### src/rtl/qdec_pkg.sv
// Package: mode codes shared by the quadrature encoder timer modules.
// Assumes: codes above QM_CLR_GO are treated as QM_FREE by the control logic.
package qdec_pkg;
    localparam int MODE_W = 4;

    typedef enum logic [MODE_W-1:0] {
        QM_FREE     = 4'd0,
        QM_ENC_B    = 4'd1,
        QM_ENC_A    = 4'd2,
        QM_ENC_AB   = 4'd3,
        QM_TRIG_CLR = 4'd4,
        QM_GATE     = 4'd5,
        QM_TRIG_GO  = 4'd6,
        QM_TRIG_CLK = 4'd7,
        QM_CLR_GO   = 4'd8
    } qmode_e;
endpackage

### src/rtl/qdec_sync.sv
// Module: qdec_sync
// Brings W asynchronous bits into the clock domain through STAGES flops, then
// flags every change of the synchronised level against its previous value.
// Assumes: STAGES >= 2; reset is synchronous and active low.
module qdec_sync #(
    parameter int W      = 3,
    parameter int STAGES = 2
) (
    input  logic         clk,
    input  logic         rst_n,
    input  logic [W-1:0] raw_i,
    output logic [W-1:0] lvl_o,
    output logic [W-1:0] chg_o
);
    localparam int LAST = STAGES - 1;

    logic [W-1:0] stg_q [STAGES];
    logic [W-1:0] prev_q;

    // Shift the raw bits along the synchroniser chain.
    always_ff @(posedge clk) begin
        if (!rst_n) begin
            for (int i = 0; i < STAGES; i++) stg_q[i] <= '0;
        end else begin
            stg_q[0] <= raw_i;
            for (int i = 1; i < STAGES; i++) stg_q[i] <= stg_q[i-1];
        end
    end

    // Keep last cycle's synchronised level for edge detection.
    always_ff @(posedge clk) begin
        if (!rst_n) prev_q <= '0;
        else        prev_q <= stg_q[LAST];
    end

    assign lvl_o = stg_q[LAST];
    assign chg_o = stg_q[LAST] ^ prev_q;

    // a reported change always matches the level held one cycle earlier being different
    a_r3_chg_vs_prev: assert property (@(posedge clk) disable iff (!rst_n)
        |chg_o |=> (prev_q == $past(lvl_o)));
endmodule

### src/rtl/qdec_ctrl.sv
// Module: qdec_ctrl
// Turns the mode code, enable and synchronised inputs into per-cycle step
// requests (up, down, clear) and holds the latched trigger start.
// Assumes: inputs are already synchronised; at most one of up/down is raised.
module qdec_ctrl
    import qdec_pkg::*;
(
    input  logic              clk,
    input  logic              rst_n,
    input  logic [MODE_W-1:0] mode_i,
    input  logic              en_i,
    input  logic              a_lvl_i,
    input  logic              b_lvl_i,
    input  logic              a_chg_i,
    input  logic              b_chg_i,
    input  logic              t_lvl_i,
    input  logic              t_chg_i,
    output logic              up_o,
    output logic              dn_o,
    output logic              clr_o
);
    logic start_q;
    logic start_mode;
    logic run;
    logic t_rise;
    logic a_up;
    logic b_up;

    assign start_mode = (mode_i == QM_TRIG_GO) || (mode_i == QM_CLR_GO);
    assign run        = en_i || (start_q && start_mode);
    assign t_rise     = t_chg_i && t_lvl_i;
    assign a_up       = (a_lvl_i != b_lvl_i);
    assign b_up       = (b_lvl_i == a_lvl_i);

    // Latch a trigger start while a start-capable mode is selected.
    always_ff @(posedge clk) begin
        if (!rst_n)          start_q <= 1'b0;
        else if (start_mode) start_q <= start_q || t_rise;
        else                 start_q <= 1'b0;
    end

    // Decode one step request per cycle from the selected behaviour.
    always_comb begin
        up_o  = 1'b0;
        dn_o  = 1'b0;
        clr_o = 1'b0;
        case (mode_i)
            QM_ENC_B: begin
                if (run && b_chg_i) begin
                    up_o = b_up;
                    dn_o = !b_up;
                end
            end
            QM_ENC_A: begin
                if (run && a_chg_i) begin
                    up_o = a_up;
                    dn_o = !a_up;
                end
            end
            QM_ENC_AB: begin
                if (run && (a_chg_i ^ b_chg_i)) begin
                    up_o = a_chg_i ? a_up : b_up;
                    dn_o = !up_o;
                end
            end
            QM_TRIG_CLR, QM_CLR_GO: begin
                clr_o = t_rise;
                up_o  = run && !t_rise;
            end
            QM_GATE:     up_o = run && t_lvl_i;
            QM_TRIG_GO:  up_o = run;
            QM_TRIG_CLK: up_o = run && t_rise;
            default:     up_o = run;
        endcase
    end

    // up and down are never requested together
    a_r8_one_dir: assert property (@(posedge clk) disable iff (!rst_n)
        !(up_o && dn_o));

    // a latched start survives while a start mode stays selected
    a_r11_start_sticky: assert property (@(posedge clk) disable iff (!rst_n)
        (start_q && start_mode) |=> start_q);

    // gated mode never steps while the trigger is low
    a_r10_gate_low: assert property (@(posedge clk) disable iff (!rst_n)
        (mode_i == QM_GATE && !t_lvl_i) |-> !(up_o || dn_o));

    // encoder modes step only on a channel change
    a_r5_enc_edge_only: assert property (@(posedge clk) disable iff (!rst_n)
        ((mode_i == QM_ENC_A || mode_i == QM_ENC_B || mode_i == QM_ENC_AB)
         && !a_chg_i && !b_chg_i) |-> !(up_o || dn_o));
endmodule

### src/rtl/qdec_counter.sv
// Module: qdec_counter
// Count register with wrap against the reload value, direction flag and a
// one-cycle update pulse on wraps and clears. Clear beats up beats down.
// Assumes: step requests are single-cycle decisions from qdec_ctrl.
module qdec_counter #(
    parameter int CNT_W = 16
) (
    input  logic             clk,
    input  logic             rst_n,
    input  logic             up_i,
    input  logic             dn_i,
    input  logic             clr_i,
    input  logic [CNT_W-1:0] reload_i,
    output logic [CNT_W-1:0] cnt_o,
    output logic             dir_o,
    output logic             upd_o
);
    localparam logic [CNT_W-1:0] ONE = CNT_W'(1);

    // Apply the step request, wrapping at the reload value or zero.
    always_ff @(posedge clk) begin
        if (!rst_n) begin
            cnt_o <= '0;
            dir_o <= 1'b0;
            upd_o <= 1'b0;
        end else begin
            upd_o <= 1'b0;
            if (clr_i) begin
                cnt_o <= '0;
                dir_o <= 1'b0;
                upd_o <= 1'b1;
            end else if (up_i) begin
                dir_o <= 1'b0;
                if (cnt_o >= reload_i) begin
                    cnt_o <= '0;
                    upd_o <= 1'b1;
                end else begin
                    cnt_o <= cnt_o + ONE;
                end
            end else if (dn_i) begin
                dir_o <= 1'b1;
                if (cnt_o == '0) begin
                    cnt_o <= reload_i;
                    upd_o <= 1'b1;
                end else begin
                    cnt_o <= cnt_o - ONE;
                end
            end
        end
    end

    // an up step at or above the limit lands on zero with an update
    a_r6_wrap_up: assert property (@(posedge clk) disable iff (!rst_n)
        (up_i && !clr_i && cnt_o >= reload_i) |=> (cnt_o == '0 && upd_o));

    // a down step from zero lands on the reload value with an update
    a_r7_wrap_dn: assert property (@(posedge clk) disable iff (!rst_n)
        (dn_i && !up_i && !clr_i && cnt_o == '0) |=> (cnt_o == $past(reload_i) && upd_o));

    // direction follows the last step taken
    a_r8_dir_dn: assert property (@(posedge clk) disable iff (!rst_n)
        (dn_i && !up_i && !clr_i) |=> dir_o);

    // without a request nothing moves and no update appears
    a_r2_hold: assert property (@(posedge clk) disable iff (!rst_n)
        !(up_i || dn_i || clr_i) |=> ($stable(cnt_o) && $stable(dir_o) && !upd_o));
endmodule

### src/rtl/qdec_timer.sv
// Module: qdec_timer (top)
// Quadrature encoder / trigger-slave counter: synchronises the channel and
// trigger pins, decodes the mode into step requests and drives the counter.
// Assumes: mode, enable and reload are already in the clock domain.
module qdec_timer
    import qdec_pkg::*;
#(
    parameter int CNT_W       = 16,
    parameter int SYNC_STAGES = 2
) (
    input  logic             clk,
    input  logic             rst_n,
    input  logic             cnt_en,
    input  logic [3:0]       mode_sel,
    input  logic [CNT_W-1:0] reload_val,
    input  logic             ch_a,
    input  logic             ch_b,
    input  logic             trig_in,
    output logic [CNT_W-1:0] count_o,
    output logic             dir_o,
    output logic             update_o
);
    localparam int PIN_N = 3;
    localparam int PA    = 0;
    localparam int PB    = 1;
    localparam int PT    = 2;

    logic [PIN_N-1:0] pin_lvl;
    logic [PIN_N-1:0] pin_chg;
    logic             step_up;
    logic             step_dn;
    logic             step_clr;

    qdec_sync #(
        .W      (PIN_N),
        .STAGES (SYNC_STAGES)
    ) i_sync (
        .clk   (clk),
        .rst_n (rst_n),
        .raw_i ({trig_in, ch_b, ch_a}),
        .lvl_o (pin_lvl),
        .chg_o (pin_chg)
    );

    qdec_ctrl i_ctrl (
        .clk     (clk),
        .rst_n   (rst_n),
        .mode_i  (mode_sel),
        .en_i    (cnt_en),
        .a_lvl_i (pin_lvl[PA]),
        .b_lvl_i (pin_lvl[PB]),
        .a_chg_i (pin_chg[PA]),
        .b_chg_i (pin_chg[PB]),
        .t_lvl_i (pin_lvl[PT]),
        .t_chg_i (pin_chg[PT]),
        .up_o    (step_up),
        .dn_o    (step_dn),
        .clr_o   (step_clr)
    );

    qdec_counter #(
        .CNT_W (CNT_W)
    ) i_cnt (
        .clk      (clk),
        .rst_n    (rst_n),
        .up_i     (step_up),
        .dn_i     (step_dn),
        .clr_i    (step_clr),
        .reload_i (reload_val),
        .cnt_o    (count_o),
        .dir_o    (dir_o),
        .upd_o    (update_o)
    );

    // the cycle after reset is released the outputs sit at their idle values
    a_r1_reset_idle: assert property (@(posedge clk)
        !rst_n |=> (count_o == '0 && !dir_o && !update_o));

    // a clear request in mode 4 gives zero count, up direction and an update
    a_r9_trig_clear: assert property (@(posedge clk) disable iff (!rst_n)
        (mode_sel == QM_TRIG_CLR && step_clr) |=> (count_o == '0 && !dir_o && update_o));

    // external-clock mode steps only on a rising trigger
    a_r12_ext_clk: assert property (@(posedge clk) disable iff (!rst_n)
        (mode_sel == QM_TRIG_CLK && !(pin_chg[PT] && pin_lvl[PT])) |-> !step_up);
endmodule

### config.mk
export PLATFORM = sky130hd
export DESIGN_NAME = qdec_timer
export DESIGN_NICKNAME = d
export VERILOG_FILES = /design/src/rtl/qdec_pkg.sv /design/src/rtl/qdec_sync.sv /design/src/rtl/qdec_ctrl.sv /design/src/rtl/qdec_counter.sv /design/src/rtl/qdec_timer.sv
export SDC_FILE = /design/constraint.sdc
export NUM_CORES = 1
export LEC_CHECK = 0
export BUFFER_PORTS_ARGS = -buffer_cell sky130_fd_sc_hd__buf_2
export CAP_MARGIN = 0
export CORE_MARGIN = 2
export CORE_UTILIZATION = 52
export CTS_BUF_LIST = sky130_fd_sc_hd__clkbuf_16
export CTS_CLUSTER_SIZE = 40
export DETAILED_ROUTE_END_ITERATION = 8
export PLACE_DENSITY = 0.83
export REMOVE_ABC_BUFFERS = 1
export SLEW_MARGIN = 20
export SYNTH_ARGS = -nofsm -noshare
export SYNTH_HDL_FRONTEND = slang
export SYNTH_HIERARCHICAL = 1
export SYNTH_SLANG_ARGS = --single-unit
export TNS_END_PERCENT = 20
### constraint.sdc
create_clock -name clk -period 2.6 [get_ports clk]
set_input_delay 0 -clock clk [delete_from_list [all_inputs] [get_ports clk]]
set_output_delay 0 -clock clk [all_outputs]
set_load 0.02 [all_outputs]
# Word level (Yosys, flattened, before mapping)
# Memories as Yosys holds them, arrays and structs flattened.
# Cells that the tools add are included.
[totals]
reg_bits = 22
ramBits = 6
input_bits = 26
wordCells = 68
mem_count = 1
[classes]
n_addsub = 2
order_cmp = 1
n_eq_ne = 10
n_mux = 23
bitwise = 5
n_reduce_logical = 21
[memory_table]
columns = ["memory", "words", "word_bits", "read_ports", "rd_ports_with_merged_regs", "wr", "line_no", "text"]
rows = [
  ["i_sync.stg_q", 2, 3, 2, 0, 2, "qdec_sync.sv:17", "logic [W-1:0] stg_q [STAGES];"],
]
[ops]
columns = ["op", "n"]
rows = [
  ["$mux W16", 4],
  ["$add A16 B1 Y16 const B", 1],
  ["$eq A4 B3 Y1 const B", 4],
  ["$ge A16 B16 Y1", 1],
  ["$logic_not A16 Y1", 1],
  ["$sub A16 B1 Y16 const B", 1],
  ["$mux W1", 15],
  ["$eq A4 B2 Y1 const B", 2],
  ["$logic_and A1 B1 Y1", 8],
  ["$mux W3", 2],
  ["$pmux W1 S6", 1],
  ["$eq A4 B1 Y1 const B", 1],
  ["$eq A4 B4 Y1 const B", 1],
  ["$logic_not A1 Y1", 4],
  ["$reduce_or A2 Y1", 2],
  ["$logic_or A1 B1 Y1", 3],
  ["$pmux W1 S3", 1],
  ["$reduce_or A3 Y1", 1],
  ["$xor A3 B3 Y3", 1],
  ["$or A1 B1 Y1", 2],
  ["$reduce_and A2 Y1", 1],
  ["$reduce_bool A2 Y1", 1],
  ["$eq A1 B1 Y1", 1],
  ["$ne A1 B1 Y1", 1],
  ["2 further kinds", 2],
]

# Depth between registers and ports, before layout
[logic_depth]
word_depth = 10
ltp_mapped = 13
ltp_nobuf = 12

# Cells and area by module
# Netlist, hierarchy kept.
[by_module_without_submodules]
columns = ["mod", "instances", "cells_each", "area_each_um2", "seq_area_each_um2"]
rows = [
  ["qdec_counter", 1, 291, 2031.9, 360.3],
  ["qdec_sync", 1, 24, 285.3, 180.2],
  ["qdec_ctrl", 1, 40, 274.0, 20.0],
]

# Least setup slack after synthesis
# No wires, ideal clock.
[synth_timing]
path_kind = "register -> register"
start = "register i_cnt.cnt_o[0]"
end = "register i_cnt.cnt_o[6]"
setup_ps = 86
arrival_time_ps = 2559
t_required_ps = 2514
path_slack_ps = -45
path_stages_with_launch = 10
synth_period_minus_slack_ps = 2645
path_cell_list = "dfxtp_1 -> inv_1 -> ha_1 -> nand2b_1 -> a2111oi_0 -> a2111oi_0 -> nor3_1 -> clkbuf_1 -> o21ai_0 -> a211oi_1"
[synth_via]
elab_chain_cells = 4
[synth_lines]
columns = ["item", "line_no", "text"]
rows = [
  ["start: declaration", "qdec_counter.sv:14", "output logic [CNT_W-1:0] cnt_o,"],
  ["start signal: assignment", "qdec_counter.sv:38", "cnt_o <= cnt_o + ONE;"],
  ["start signal: assignment", "qdec_counter.sv:43", "cnt_o <= reload_i;"],
  ["start signal: assignment", "qdec_counter.sv:46", "cnt_o <= cnt_o - ONE;"],
  ["$sub A16 B1 Y16 or $logic_not A16 Y1 (tied branches)", "qdec_counter.sv:46, qdec_counter.sv:42", ""],
  ["$mux W16", "qdec_counter.sv:42", "if (cnt_o == '0) begin"],
  ["$mux W16", "qdec_counter.sv:40", "end else if (dn_i) begin"],
  ["$mux W16 (*)", "qdec_counter.sv:32", "end else if (up_i) begin"],
]
# Mark *: on every way between the ends. The rest lies on a longest branch, timed or not. The select of a mux whose other input is x is not followed.
# A chain may end at the register's enable or synchronous reset.

# Worst setup path after layout
# Ends and elaborated chain as after synthesis.

==> results.toml <==
[route]
drt-total-wl_um = 8686
avgRoutedWirePerCell_um = 17.58
dr_total_vias = 3102
drc = 0
vias_per_cell = 6.279
first_pass_iters = 9
ant_nets = 0
drtIter0Drc = 516

[worst_setup_path]
worst_path_max_delay_cell = "a2111oi_1"
arrival_ps = 2820
critPathMaxStageDelay_ps = 520
ff2ff_path_depth = 10
reg2reg_from = "i_cnt/cnt_o[0]$_SDFFE_PP0P_"
path_delay_family = "compound AO/OA/AOI/OAI gates"
reg2reg_to = "i_cnt/cnt_o[6]$_SDFFE_PP0P_"
crit_path_start_kind = "register"
critical_path.max_fanout = 8
worst-setup-path-type = "register to register"
required_ps = 2740
rrSetupSlack_ps = -70
endpoint_kind = "register"
crit_chain = "inv_1 -> ha_1 -> nand2b_1 -> a2111oi_1 -> buf_4 -> a2111oi_2 -> nor3_2 -> buf_6 -> o21ai_0 -> a211oi_1"
path_buf_inv = 3

[sta]
slew_viol_final = 0
tightest_slew_ps = 793.0
setup_viol = 1
setup_ws_ps = -74.50
hold-worst-slack_ps = 58.61
clock_skew_ps = 3.412
max-slew-margin-rel_pct = 47.02
setup_tns_ps = -74.50
finalCriticalPeriod_ps = 2675
max_clock_freq_mhz = 373.9
post-route-period-util_pct = 102.9
finalHoldViolations = 0
rsz0062_at_grt = "yes"

[clocking]
clk_pin_slew_worst_paths_ps = 80
htreeDepth = 1
clk_latency_ps = 270
cts_buffers = 3
cts_sinks = 28
ctsLongestPathBuffers = 2
cts_tree = "built"
clockRootBuffer = "clkbuf_16"

[yosys]
synth_largest_area_cell = "dfxtp_1"
yosysWarnings = 6
synth_cell_type_count = 59
synth_edf_count = 0
syn-cell-area_um2 = 2591
synthArstFlopShare_pct = 0
synth.most_common_cell = "a21oi_1"
synth-seq-cells = 28
synthFlopType = "dfxtp_1"
synth_area_leaders = "dfxtp_1 22%, ha_1 9.2%, a21oi_1 6.4%"
postSynthAreaPerCell_um2 = 7.299
synth_cells = 355
seq_area_frac_synth_pct = 21.63
synth_top_area_share_pct = 21.63
synth_commonest_cells = "33 x a21oi_1, 28 x dfxtp_1, 28 x inv_1, 28 x nand2_1, 26 x nor2_1"

[status]
outcome = "finished, violations left"
violations = "setup timing"

[global_routing]
antenna_found_initial = 0
grt_start_max_net_pins = 21
gr-total-overflow = 0
grt.total_usage_pct = 29.86
first_global_vias = 2751
grt_pass1_wl_um = 12880

[cells_and_area]
final_util_pct = 71.39
drive_gt1_share_pct = 29.27
multi_input_comb_area_um2 = 1879
nets = 473
fillers = 378
area_delta_synth_final_pct = 31.00
ff_latch_area_um2 = 571.8
diodes = 0

[min_path]
min-delay-start = "rst_n"
hold_path_depth = 2
hold_end = "i_cnt/upd_o$_SDFF_PN0_"
hold_path.class = "input port to register"

[place]
dpl.hpwl_um = 5725
place.gp.congestion = 0.9792
io_buffers = 43

[floorplanning]
die_area_um2 = 5564
ios = 44
start_util_pct = 54.50
die_height_um = 74.59
fp.dieW_um = 74.59
row_count = 25
core_area_um2 = 4755

[power]
vdd_drop_max_mv = 0.3088
power_leakage_nw = 1.544
power_density_nw_per_um2 = 445.8

[job]
cap_violations = 0
## cell type report
| class | instances | area share, % |
|---|---|---|
| Timing Repair Buffer | 93 | 19.02 |
| Clock buffer | 3 | 2.212 |
| Inverter | 29 | 3.207 |
| Clock inverter | 1 | 0.8846 |
| Sequential cell | 28 | 16.84 |
| Tap cell | 67 | 2.470 |
| Multi-Input combinational cell | 273 | 55.36 |
## cell usage in the layout, fill, tap and decap left out, drive strengths merged, types with 4 or more instances in the layout
master	netlist	final
a21oi	33	33
and2	10	10
buf	11	90
dfxtp	28	28
ha	19	19
inv	29	29
mux2i	9	9
nand2	28	28
nand3	18	18
nand4	11	11
nor2	26	26
nor2b	4	4
nor3	11	11
nor4	5	5
o211ai	6	6
o21ai	19	19
or3	6	6
xnor2	5	5
xor2	6	6
## state kept, by name, indices dropped and copies added, names as in the netlist
name,count
i_cnt/cnt_o,16
i_cnt/dir_o,1
i_cnt/upd_o,1
i_ctrl/start_q,1
i_sync/prev_q,3
i_sync/stg_q,6
## what timing repair did
action	4_1_cts	5_1_grt
buffers inserted	3	11
hold buffers	3	0
gates resized for setup	2	33
pin swaps	0	11
setup endpoints to repair	5	17
hold endpoints to repair	3	0
## worst max-delay path by stage
stage	start	to	slack, ps	cells after the start
after floorplan	i_sync/stg_q[0][4]$_SDFF_PN0_	i_cnt/cnt_o[13]$_SDFFE_PP0P_	-650	10
after global placement	i_sync/stg_q[0][4]$_SDFF_PN0_	i_cnt/cnt_o[10]$_SDFFE_PP0P_	100	11
after global routing	i_sync/stg_q[0][4]$_SDFF_PN0_	i_cnt/cnt_o[6]$_SDFFE_PP0P_	-190	12
after CTS	i_sync/stg_q[0][5]$_SDFF_PN0_	i_cnt/cnt_o[12]$_SDFFE_PP0P_	20	10
after detailed placement	i_sync/stg_q[0][4]$_SDFF_PN0_	i_cnt/cnt_o[0]$_SDFFE_PP0P_	-140	11
final	i_cnt/cnt_o[0]$_SDFFE_PP0P_	i_cnt/cnt_o[6]$_SDFFE_PP0P_	-70	10
## routing by layer
layer  part of all wire (%)  global-route usage, %  up-vias
li1                       -                      -     1424
met1                     39                  40.98     1429
met2                     47                  47.00      203
met3                     10                  4.878       46
met4                    3.9                  11.31        0
met5                      0                      0        -
## through the flow
step | area [um^2] | power (mW) | std cells | setup WS (ps)
4_1_cts | 3187 | 1.436 | 483 | 24.98
3_3_place_gp | 3022 | 0.9460 | 473 | 104.6
2_1_floorplan | 2462 | 0.7610 | 330 | -653.2
5_1_grt | 3395 | 1.577 | 494 | -186.5
6_report | 3395 | 1.513 | 494 | -74.50
3_5_place_dp | 3022 | 0.9543 | 473 | -135.0
## cells by family (layout without fill, tap and decap cells)
logic type | count (synthesis) | count (layout) | synth area share (%)
AOI/OAI and AO/OA | 97 | 97 | 23.90
xor gates and xnor gates | 11 | 11 | 4.008
buffers and inverters | 54 | 126 | 9.174
muxes | 10 | 10 | 3.911
adders and majority gates | 19 | 19 | 9.174
DFF | 28 | 28 | 21.63
and+or+nand+nor | 136 | 136 | 28.20
## power by group
group | internal, mW | switching (mW)
logic | 0.247 | 0.329
registers | 0.443 | 0.0193
clock network | 0.307 | 0.168
No activity file was read; power rests on OpenSTA's default activity.
